`src/rtl/sysctl_pkg.sv`:
```
package sysctl_pkg;
    localparam int unsigned BUS_W      = 8;
    localparam logic [7:0]  OFF_REV_LO = 8'h08;
    localparam logic [7:0]  OFF_REV_HI = 8'h09;
    localparam logic [7:0]  OFF_STAT   = 8'h50;
    localparam logic [7:0]  OFF_MASK   = 8'h52;
    localparam logic [7:0]  OFF_ROUTE  = 8'h54;
    localparam logic [7:0]  OFF_LVL    = 8'h78;
    localparam logic [7:0]  OFF_OEN    = 8'h7C;
    localparam logic [7:0]  OFF_CLK    = 8'h98;
    localparam logic [7:0]  OFF_PLL    = 8'h9C;
    localparam logic [7:0]  REV_VALUE  = 8'h03;

    typedef enum logic [0:0] {
        GS_IDLE   = 1'b0,
        GS_NOTIFY = 1'b1
    } gpio_state_t;
endpackage

```
`src/rtl/byte_store.sv`:
```
module byte_store #(
    parameter int unsigned NBYTES = 2
) (
    input  logic                  clk,
    input  logic                  rst_n,
    input  logic [NBYTES-1:0]     lane_we,
    input  logic [7:0]            wdata,
    output logic [8*NBYTES-1:0]   q
);
    for (genvar g = 0; g < NBYTES; g++) begin : g_lane
        always_ff @(posedge clk or negedge rst_n) begin
            if (!rst_n)
                q[8*g +: 8] <= '0;
            else if (lane_we[g])
                q[8*g +: 8] <= wdata;
        end
    end
endmodule

```
`src/rtl/irq_collect.sv`:
```
module irq_collect #(
    parameter int unsigned NSUB = 8
) (
    input  logic            clk,
    input  logic            rst_n,
    input  logic [NSUB-1:0] sub_irq,
    input  logic            stat_we,
    input  logic            mask_we,
    input  logic [7:0]      wdata,
    output logic [NSUB-1:0] status,
    output logic [NSUB-1:0] mask,
    output logic            irq
);
    logic [NSUB-1:0] sub_q;
    logic [NSUB-1:0] changed;

    assign changed = sub_irq ^ sub_q;

    always_ff @(posedge clk or negedge rst_n) begin
        if (!rst_n) begin
            sub_q  <= '0;
            status <= '0;
        end else begin
            sub_q <= sub_irq;
            if (stat_we)
                status <= wdata[NSUB-1:0];
            else
                status <= (status & ~changed) | (sub_irq & changed);
        end
    end

    always_ff @(posedge clk or negedge rst_n) begin
        if (!rst_n)
            mask <= '0;
        else if (mask_we)
            mask <= wdata[NSUB-1:0];
    end

    assign irq = |(status & mask);

    for (genvar g = 0; g < NSUB; g++) begin : g_chk
        a_r3_rise_sets: assert property (@(posedge clk) disable iff (!rst_n)
            (!stat_we && $rose(sub_irq[g])) |=> status[g]);
        a_r3_fall_clears: assert property (@(posedge clk) disable iff (!rst_n)
            (!stat_we && $fell(sub_irq[g])) |=> !status[g]);
    end

    a_r5_sw_wins: assert property (@(posedge clk) disable iff (!rst_n)
        stat_we |=> (status == $past(wdata[NSUB-1:0])));

    a_r4_masked_quiet: assert property (@(posedge clk) disable iff (!rst_n)
        (mask == '0) |-> !irq);
endmodule

```
`src/rtl/gpio_publish.sv`:
```
module gpio_publish #(
    parameter int unsigned NBYTES = 3,
    parameter int unsigned PINS   = 16
) (
    input  logic                 clk,
    input  logic                 rst_n,
    input  logic [NBYTES-1:0]    lvl_we,
    input  logic [NBYTES-1:0]    oen_we,
    input  logic [7:0]           wdata,
    output logic [8*NBYTES-1:0]  level,
    output logic [8*NBYTES-1:0]  enable,
    output logic [PINS-1:0]      pin_out,
    output logic [PINS-1:0]      pin_event
);
    import sysctl_pkg::*;

    gpio_state_t     state_q, state_d;
    logic [PINS-1:0] shown_q;
    logic            any_wr;

    byte_store #(.NBYTES(NBYTES)) u_level (
        .clk(clk), .rst_n(rst_n), .lane_we(lvl_we), .wdata(wdata), .q(level)
    );
    byte_store #(.NBYTES(NBYTES)) u_enable (
        .clk(clk), .rst_n(rst_n), .lane_we(oen_we), .wdata(wdata), .q(enable)
    );

    assign any_wr  = |{lvl_we, oen_we};
    assign pin_out = level[PINS-1:0] & enable[PINS-1:0];

    always_comb begin
        state_d = state_q;
        unique case (state_q)
            GS_IDLE:   if (any_wr)  state_d = GS_NOTIFY;
            GS_NOTIFY: if (!any_wr) state_d = GS_IDLE;
            default:   state_d = GS_IDLE;
        endcase
    end

    always_ff @(posedge clk or negedge rst_n) begin
        if (!rst_n) begin
            state_q <= GS_IDLE;
            shown_q <= '0;
        end else begin
            state_q <= state_d;
            if (state_q == GS_NOTIFY)
                shown_q <= pin_out;
        end
    end

    always_comb begin
        pin_event = '0;
        unique case (state_q)
            GS_IDLE:   pin_event = '0;
            GS_NOTIFY: pin_event = pin_out ^ shown_q;
            default:   pin_event = '0;
        endcase
    end

    a_r7_event_needs_write: assert property (@(posedge clk) disable iff (!rst_n)
        (|pin_event) |-> $past(any_wr));
    a_r6_pins_hold: assert property (@(posedge clk) disable iff (!rst_n)
        !$past(any_wr) |-> $stable(pin_out));
endmodule

```
`src/rtl/sysctl_irq_gpio.sv`:
```
module sysctl_irq_gpio #(
    parameter int unsigned NSUB      = 8,
    parameter int unsigned GPIO_BYTS = 3,
    parameter int unsigned PINS      = 16,
    parameter int unsigned CLK_BYTS  = 2,
    parameter int unsigned PLL_BYTS  = 4
) (
    input  logic             clk,
    input  logic             rst_n,
    input  logic [7:0]       bus_addr,
    input  logic [7:0]       bus_wdata,
    input  logic             bus_we,
    output logic [7:0]       bus_rdata,
    input  logic [NSUB-1:0]  sub_irq,
    output logic             irq_out,
    output logic [PINS-1:0]  pin_out,
    output logic [PINS-1:0]  pin_event
);
    import sysctl_pkg::*;

    logic [NSUB-1:0]          status, mask;
    logic [7:0]               route;
    logic [8*GPIO_BYTS-1:0]   level, enable;
    logic [8*CLK_BYTS-1:0]    clk_cfg;
    logic [8*PLL_BYTS-1:0]    pll_cfg;
    logic [GPIO_BYTS-1:0]     lvl_we, oen_we;
    logic [CLK_BYTS-1:0]      clk_we;
    logic [PLL_BYTS-1:0]      pll_we;
    logic                     stat_we, mask_we;
    logic [0:0]               route_we;

    assign stat_we     = bus_we && (bus_addr == OFF_STAT);
    assign mask_we     = bus_we && (bus_addr == OFF_MASK);
    assign route_we[0] = bus_we && (bus_addr == OFF_ROUTE);

    for (genvar g = 0; g < GPIO_BYTS; g++) begin : g_gdec
        assign lvl_we[g] = bus_we && (bus_addr == OFF_LVL + 8'(g));
        assign oen_we[g] = bus_we && (bus_addr == OFF_OEN + 8'(g));
    end
    for (genvar g = 0; g < CLK_BYTS; g++) begin : g_cdec
        assign clk_we[g] = bus_we && (bus_addr == OFF_CLK + 8'(g));
    end
    for (genvar g = 0; g < PLL_BYTS; g++) begin : g_pdec
        assign pll_we[g] = bus_we && (bus_addr == OFF_PLL + 8'(g));
    end

    irq_collect #(.NSUB(NSUB)) u_irq (
        .clk(clk), .rst_n(rst_n), .sub_irq(sub_irq), .stat_we(stat_we),
        .mask_we(mask_we), .wdata(bus_wdata), .status(status), .mask(mask),
        .irq(irq_out)
    );

    gpio_publish #(.NBYTES(GPIO_BYTS), .PINS(PINS)) u_gpio (
        .clk(clk), .rst_n(rst_n), .lvl_we(lvl_we), .oen_we(oen_we),
        .wdata(bus_wdata), .level(level), .enable(enable),
        .pin_out(pin_out), .pin_event(pin_event)
    );

    byte_store #(.NBYTES(1)) u_route (
        .clk(clk), .rst_n(rst_n), .lane_we(route_we), .wdata(bus_wdata), .q(route)
    );
    byte_store #(.NBYTES(CLK_BYTS)) u_clk (
        .clk(clk), .rst_n(rst_n), .lane_we(clk_we), .wdata(bus_wdata), .q(clk_cfg)
    );
    byte_store #(.NBYTES(PLL_BYTS)) u_pll (
        .clk(clk), .rst_n(rst_n), .lane_we(pll_we), .wdata(bus_wdata), .q(pll_cfg)
    );

    always_comb begin
        bus_rdata = '0;
        if (bus_addr == OFF_REV_LO) bus_rdata = REV_VALUE;
        if (bus_addr == OFF_STAT)   bus_rdata = 8'(status);
        if (bus_addr == OFF_MASK)   bus_rdata = 8'(mask);
        if (bus_addr == OFF_ROUTE)  bus_rdata = route;
        for (int i = 0; i < int'(GPIO_BYTS); i++) begin
            if (bus_addr == OFF_LVL + 8'(i)) bus_rdata = level[8*i +: 8];
            if (bus_addr == OFF_OEN + 8'(i)) bus_rdata = enable[8*i +: 8];
        end
        for (int i = 0; i < int'(CLK_BYTS); i++)
            if (bus_addr == OFF_CLK + 8'(i)) bus_rdata = clk_cfg[8*i +: 8];
        for (int i = 0; i < int'(PLL_BYTS); i++)
            if (bus_addr == OFF_PLL + 8'(i)) bus_rdata = pll_cfg[8*i +: 8];
    end

    a_r1_revid: assert property (@(posedge clk) disable iff (!rst_n)
        (bus_addr == OFF_REV_LO) |-> (bus_rdata == 8'h03));
    a_r9_hole_reads_zero: assert property (@(posedge clk) disable iff (!rst_n)
        (bus_addr == 8'h51 || bus_addr == OFF_REV_HI) |-> (bus_rdata == 8'h00));
    a_r4_irq_needs_status: assert property (@(posedge clk) disable iff (!rst_n)
        irq_out |-> (status != '0));
endmodule

```
`config.mk`:
```
export PLATFORM = sky130hd
export DESIGN_NAME = sysctl_irq_gpio
export DESIGN_NICKNAME = d
export VERILOG_FILES = /design/src/rtl/sysctl_pkg.sv /design/src/rtl/byte_store.sv /design/src/rtl/irq_collect.sv /design/src/rtl/gpio_publish.sv /design/src/rtl/sysctl_irq_gpio.sv
export SDC_FILE = /design/constraint.sdc
export NUM_CORES = 1
export LEC_CHECK = 0
export BUFFER_PORTS_ARGS = -buffer_cell sky130_fd_sc_hd__buf_2
export CAP_MARGIN = 0
export CORE_MARGIN = 3
export CORE_UTILIZATION = 54
export CTS_CLUSTER_DIAMETER = 40
export DETAILED_ROUTE_END_ITERATION = 10
export PLACE_DENSITY = 0.76
export SETUP_SLACK_MARGIN = 0.3
export SLEW_MARGIN = 20
export SYNTH_ARGS = -nofsm -noshare
export SYNTH_HDL_FRONTEND = slang
export SYNTH_SLANG_ARGS = --single-unit
```
`constraint.sdc`:
```
create_clock -name clk -period 2 [get_ports clk]
set_input_delay 0.4 -clock clk [delete_from_list [all_inputs] [get_ports clk]]
set_output_delay 0.4 -clock clk [all_outputs]
set_load 0.01 [all_outputs]
```
* Yosys cells after proc, flatten, opt, wreduce, memory -nomap -nowiden *
Cells that the tools add are included.

word-level totals
  register bits after elaboration = 145
  output and inout bits = 41
  word-level logic and storage cells = 79

cells by class
  eq/ne operators = 16
  muxes and demuxes = 19
  bitwise logic cells = 9
  reductions and logical operators = 17

operators by type and width
  operator                                                               count
  8-bit two-way mux                                                      16
  8-bit by 7-bit equality test with 1-bit output, second input constant  9
  8-bit equality test, second input constant                             6
  16-bit case mux with 2 select lines                                    1
  8-bit bitwise AND                                                      3
  16-bit bitwise AND                                                     1
  16-bit XOR                                                             1
  1-bit logical AND                                                      15
  8-bit by 4-bit equality test with 1-bit output, second input constant  1
  8-bit inverter                                                         1
  8-bit OR                                                               1
  8-bit OR reduction                                                     1
  8-bit XOR                                                              1
  6-bit OR reduction                                                     1
  2-bit two-way mux                                                      1
  1-bit two-way mux                                                      1
  1-bit inverter                                                         1

* Logic depth before layout (Yosys ltp) *
  word-level depth = 17
  gate-level depth with buffers = 9

* Hierarchy *
A second synthesis with hierarchy kept.

unflattened totals
  cells, all modules = 642
  area, all modules = 8087.8 sq um

modules (own cells, without submodules)
  module                            times used  cells each  area an instance (sq um)  sequential area each (sq um)
  byte_store (u_gpio.u_enable ...)  2           51          994.7                     600.6
  sysctl_irq_gpio                   1           253         1788.0                    0.0
  byte_store (u_pll)                1           68          1326.3                    800.8
  gpio_publish                      1           105         1042.2                    425.4
  irq_collect                       1           63          947.2                     600.6
  byte_store (u_clk)                1           34          663.1                     400.4
  byte_store (u_route)              1           17          331.6                     200.2

* Least setup slack after synthesis *
Ideal clock, no wire load.

  kind = input to output
  start = input bus_addr[0]
  end = output bus_rdata[4]
  arrival = 1.726 ns
  required time = 1.600 ns
  setup slack = -0.126 ns
  cell stages on the path = 7
  path through = buf_2 -> nor4b_1 -> buf_2 -> a22oi_1 -> o221ai_1 -> o21ai_0 -> a41oi_1

on the way
  word-level cells in the longest chain between the ends = 16
  elaborated cells between the ends (all ways) = 30
  classes of those cells = eq/ne (15); mux (15)

RTL lines
  item                                            RTL line               source
  start, declared                                 sysctl_irq_gpio.sv:10  input logic [7:0] bus_addr,
  8-bit by 7-bit equality test with 1-bit output  sysctl_irq_gpio.sv:72  if (bus_addr == OFF_STAT) bus_rdata = 8'(status);
  8-bit two-way mux                               sysctl_irq_gpio.sv:72
  8-bit two-way mux                               sysctl_irq_gpio.sv:73  if (bus_addr == OFF_MASK) bus_rdata = 8'(mask);
  8-bit two-way mux                               sysctl_irq_gpio.sv:74  if (bus_addr == OFF_ROUTE) bus_rdata = route;
  8-bit two-way mux                               sysctl_irq_gpio.sv:76  if (bus_addr == OFF_LVL + 8'(i)) bus_rdata = level[8*i +: 8];
  8-bit two-way mux                               sysctl_irq_gpio.sv:77  if (bus_addr == OFF_OEN + 8'(i)) bus_rdata = enable[8*i +: 8];
  8-bit two-way mux                               sysctl_irq_gpio.sv:76
  8-bit two-way mux                               sysctl_irq_gpio.sv:77
  8-bit two-way mux                               sysctl_irq_gpio.sv:76
  8-bit two-way mux                               sysctl_irq_gpio.sv:77
  8-bit two-way mux (2 in a row)                  sysctl_irq_gpio.sv:80  if (bus_addr == OFF_CLK + 8'(i)) bus_rdata = clk_cfg[8*i +: 8];
  8-bit two-way mux (3 in a row)                  sysctl_irq_gpio.sv:82  if (bus_addr == OFF_PLL + 8'(i)) bus_rdata = pll_cfg[8*i +: 8];
  8-bit two-way mux *                             sysctl_irq_gpio.sv:82
  end, declared                                   sysctl_irq_gpio.sv:13  output logic [7:0] bus_rdata,

Every way passes the cells marked *; elsewhere a longest branch is shown, timed or not.

* Worst setup path in the final report *
  start = input bus_addr[2]
  end = output bus_rdata[6]

The elaborated chain is that of the path after synthesis.

==> impl_metrics.py <==
metrics = {
    "run_status": {
        "status": "complete, but fails checks",
        "failed_checks": "negative setup slack",
    },
    "setup_path": {
        "crit_path_start_kind": "input pin",
        "critPathKind": "input pin to output pin",
        "worstPathArrival_ps": 1990,
        "crit_path_end_kind": "output pin",
        "r2r_setup_slack_ps": 730,
        "crit_fanout": 7,
        "r2r.worst_path.cells": 3,
        "critPathRequiredTime_ps": 1600,
    },
    "timing": {
        "rsz0062_at_grt": "yes",
        "min_period_over_period": 1.20,
        "setup_ws_ps": -390,
        "setup_viol": 8,
        "min_period_ps": 2390,
        "clock_skew_ps": 7.44,
        "drv_slew": 0,
        "hold_viol": 0,
        "fmax_ghz": 0.418,
        "tightestPinTransition_ps": 601,
        "holdWs_ps": 90.7,
        "slew-limit-headroom": 0.596,
    },
    "worst_hold_path": {
        "min-delay-path-class": "input pin to register",
        "hold_start": "sub_irq[3]",
        "hold_depth": 1,
        "min_to": "u_irq.sub_q[3]",
    },
    "synthesis": {
        "synth.top_cell.area_share": 0.490,
        "synth-simple-area-share": 0.117,
        "synth_edf_count": 0,
        "syn_area_um2": 7410,
        "synth_seq_cells": 145,
        "ys_types": 63,
        "yosysSeqAreaShare": 0.490,
        "synthMuxAreaShare": 0.231,
        "synthAdderAreaFrac": 0.0108,
        "synth_top_family_by_area": "multiplexers",
        "synth_compound_area_frac": 0.102,
        "async_flop_share": 1.00,
        "synthTopCellsByArea": "dfrtp_1, mux2_2, o21ai_0",
        "ys_warn_count": 0,
        "syn_inst": 627,
        "synth_top_area_cell": "dfrtp_1",
        "synth_area_per_cell_um2": 11.8,
        "synth_fp_nets": 654,
        "ys.flop_type": "dfrtp_1",
        "synth_xor_area_frac": 0.0189,
    },
    "routing": {
        "first_iter_violations": 481,
        "dr.pass1.iters": 5,
        "via_per_inst": 6.39,
        "routed_wl_um": 23200,
        "drc": 0,
        "ant_nets": 0,
        "vias": 6229,
        "wl_per_cell_um": 23.8,
    },
    "cells_and_area": {
        "fill_cells": 804,
        "fin_cells": 975,
        "layout-drive-gt1-share": 0.615,
        "syn_to_final_growth_pct": 38.9,
        "postLayoutCellArea_um2": 10300,
        "diodes": 0,
        "fin_nets": 813,
        "fin_util": 0.771,
    },
    "die": {
        "die_width_um": 123,
        "rows": 42,
        "start_util": 0.555,
        "dieArea_um2": 15200,
        "core_um2": 13300,
        "fp.dieH_um": 123,
        "ios": 68,
    },
    "clocking": {
        "cts_tree": "done",
        "clk_path_buf_depth": 2,
        "root_buffer": "clkbuf_16",
        "htree_levels": 4,
        "clk_latency_ps": 430,
        "cts.sinks": 145,
        "cts_made_buffers": 17,
        "path_clk_slew_ps": 60,
    },
    "flow_run": {
        "cap_violations": 0,
    },
    "global_routing": {
        "grt_usage": 0.305,
        "grt_overflow_total": 0,
        "first_global_vias": 6173,
        "antenna_found_initial": 0,
        "grt_max_degree": 74,
        "grt_pass1_wl_um": 34600,
    },
    "pwr": {
        "leakagePower_nw": 4.78,
        "power-per-cell-area_nw_per_um2": 717,
        "finalPower_mw": 7.38,
        "ir_drop_mv": 0.830,
    },
    "place": {
        "io_buffers": 67,
        "place.gp.congestion": 0.968,
        "post-dp-hpwl_um": 15100,
        "placed_cell_area_um2": 8570,
        "dp_cells": 913,
    },
}
-- cells by family after synthesis --
| group | after synthesis |
|---|---|
| multiplexers | 147 |
| AND/OR/NAND/NOR | 141 |
| AO/OA/AOI/OAI | 121 |
| flip-flops | 145 |
| adder cells (fa/ha/maj) | 8 |
| buffers and inverters | 49 |
| XOR/XNOR | 16 |
-- flip-flops by register name, indices dropped and copies added, names as in the netlist, named ones only --
signal and cells:
u_gpio.u_enable.q 24, u_irq.sub_q 8, u_gpio.shown_q 16, u_pll.q 32, u_gpio.state_q 1, u_clk.q 16
u_route.q 8, u_irq.mask 8, u_gpio.u_level.q 24
-- repair_timing --
action | in CTS | in global routing
endpoints found under the hold margin | 22 | 0
endpoints found under the setup margin | 49 | 51
pin swaps | 37 | 40
resized for setup | 135 | 60
setup buffers | 13 | 13
cloned | 1 | 2
hold buffers | 1 | 0
-- per-stage QoR --
step | TNS (ps) | setup slack, ps
after floorplan | 0 | 35.1
after global placement | -11730 | -463
after detailed placement | -13600 | -469
after CTS | -2090 | -301
after global routing | -2930 | -420
final | -2700 | -390
-- synthesized netlist by cell type, types with 3 or more instances --
cell type	instances
dfrtp_1	145
mux2_2	129
o21ai_0	42
nand2_1	27
a21oi_1	22
nor2b_1	22
buf_2	19
a22oi_1	18
and2_1	17
xnor2_1	16
clkbuf_1	14
nor2_1	14
inv_1	10
nor3_1	10
nand3_2	9
maj3_1	8
mux2_4	8
nand3_1	8
o22ai_1	8
mux2i_1	7
o221ai_1	7
a221oi_1	4
nand2b_1	4
nor2_4	4
a31oi_1	3
a41oi_1	3
mux4_2	3
or3_1	3
-- area by class of cell --
type	count	area, um2	share of cell area
Multi-Input combinational cell	434	4330	0.421
Sequential cell	145	3630	0.353
Timing Repair Buffer	177	1430	0.139
Clock buffer	20	457	0.0443
Tap cell	176	220	0.0214
Clock inverter	12	180	0.0175
Inverter	11	41.3	0.00401
-- critical path, stage by stage --
cell and delay (ps):
buf_12 110, buf_4 140, nor4bb_2 320, buf_4 260, a22oi_1 110, o221ai_1 190
o21ai_1 100, a41oi_2 180, buf_2 160
-- cells in the final DEF (no fill, tap or decap), drive strengths merged, types with 12 or more instances in the layout --
| cell | netlist | layout |
|---|---|---|
| a21oi | 22 | 22 |
| a22oi | 18 | 18 |
| and2 | 17 | 17 |
| buf | 23 | 175 |
| clkbuf | 15 | 21 |
| dfrtp | 145 | 145 |
| inv | 11 | 12 |
| mux2 | 137 | 137 |
| nand2 | 29 | 29 |
| nand3 | 17 | 18 |
| nor2 | 19 | 19 |
| nor2b | 22 | 22 |
| o21ai | 43 | 43 |
| xnor2 | 16 | 16 |
-- power by group --
part	internal [mW]	leakage [nW]	total [mW]	switching (mW)
logic	0.355	2.51	0.760	0.405
registers	3.07	1.96	3.19	0.117
clock network	2.16	0.307	3.43	1.28
total	5.58	4.78	7.38	1.80
-- per-layer routing --
layer,wire length (um),global-route usage,share of wire
met1,8880,0.378,0.38
met2,11800,0.513,0.51
met3,1540,0.0645,0.066
met4,1020,0.143,0.044
met5,0,0,0
-- how the worst max path moves through the flow --
stage / slack [ps] / to / from / cells after the start
after global routing: -420 / bus_rdata[4] / bus_addr[2] / 9
after detailed placement: -470 / bus_rdata[0] / bus_addr[6] / 8
after floorplan: 40 / bus_rdata[0] / bus_addr[3] / 6
after global placement: -460 / bus_rdata[7] / bus_addr[7] / 9
after CTS: -300 / bus_rdata[7] / bus_addr[7] / 9
final: -390 / bus_rdata[6] / bus_addr[2] / 9
Note: power is estimated with default switching activity, not from simulation.
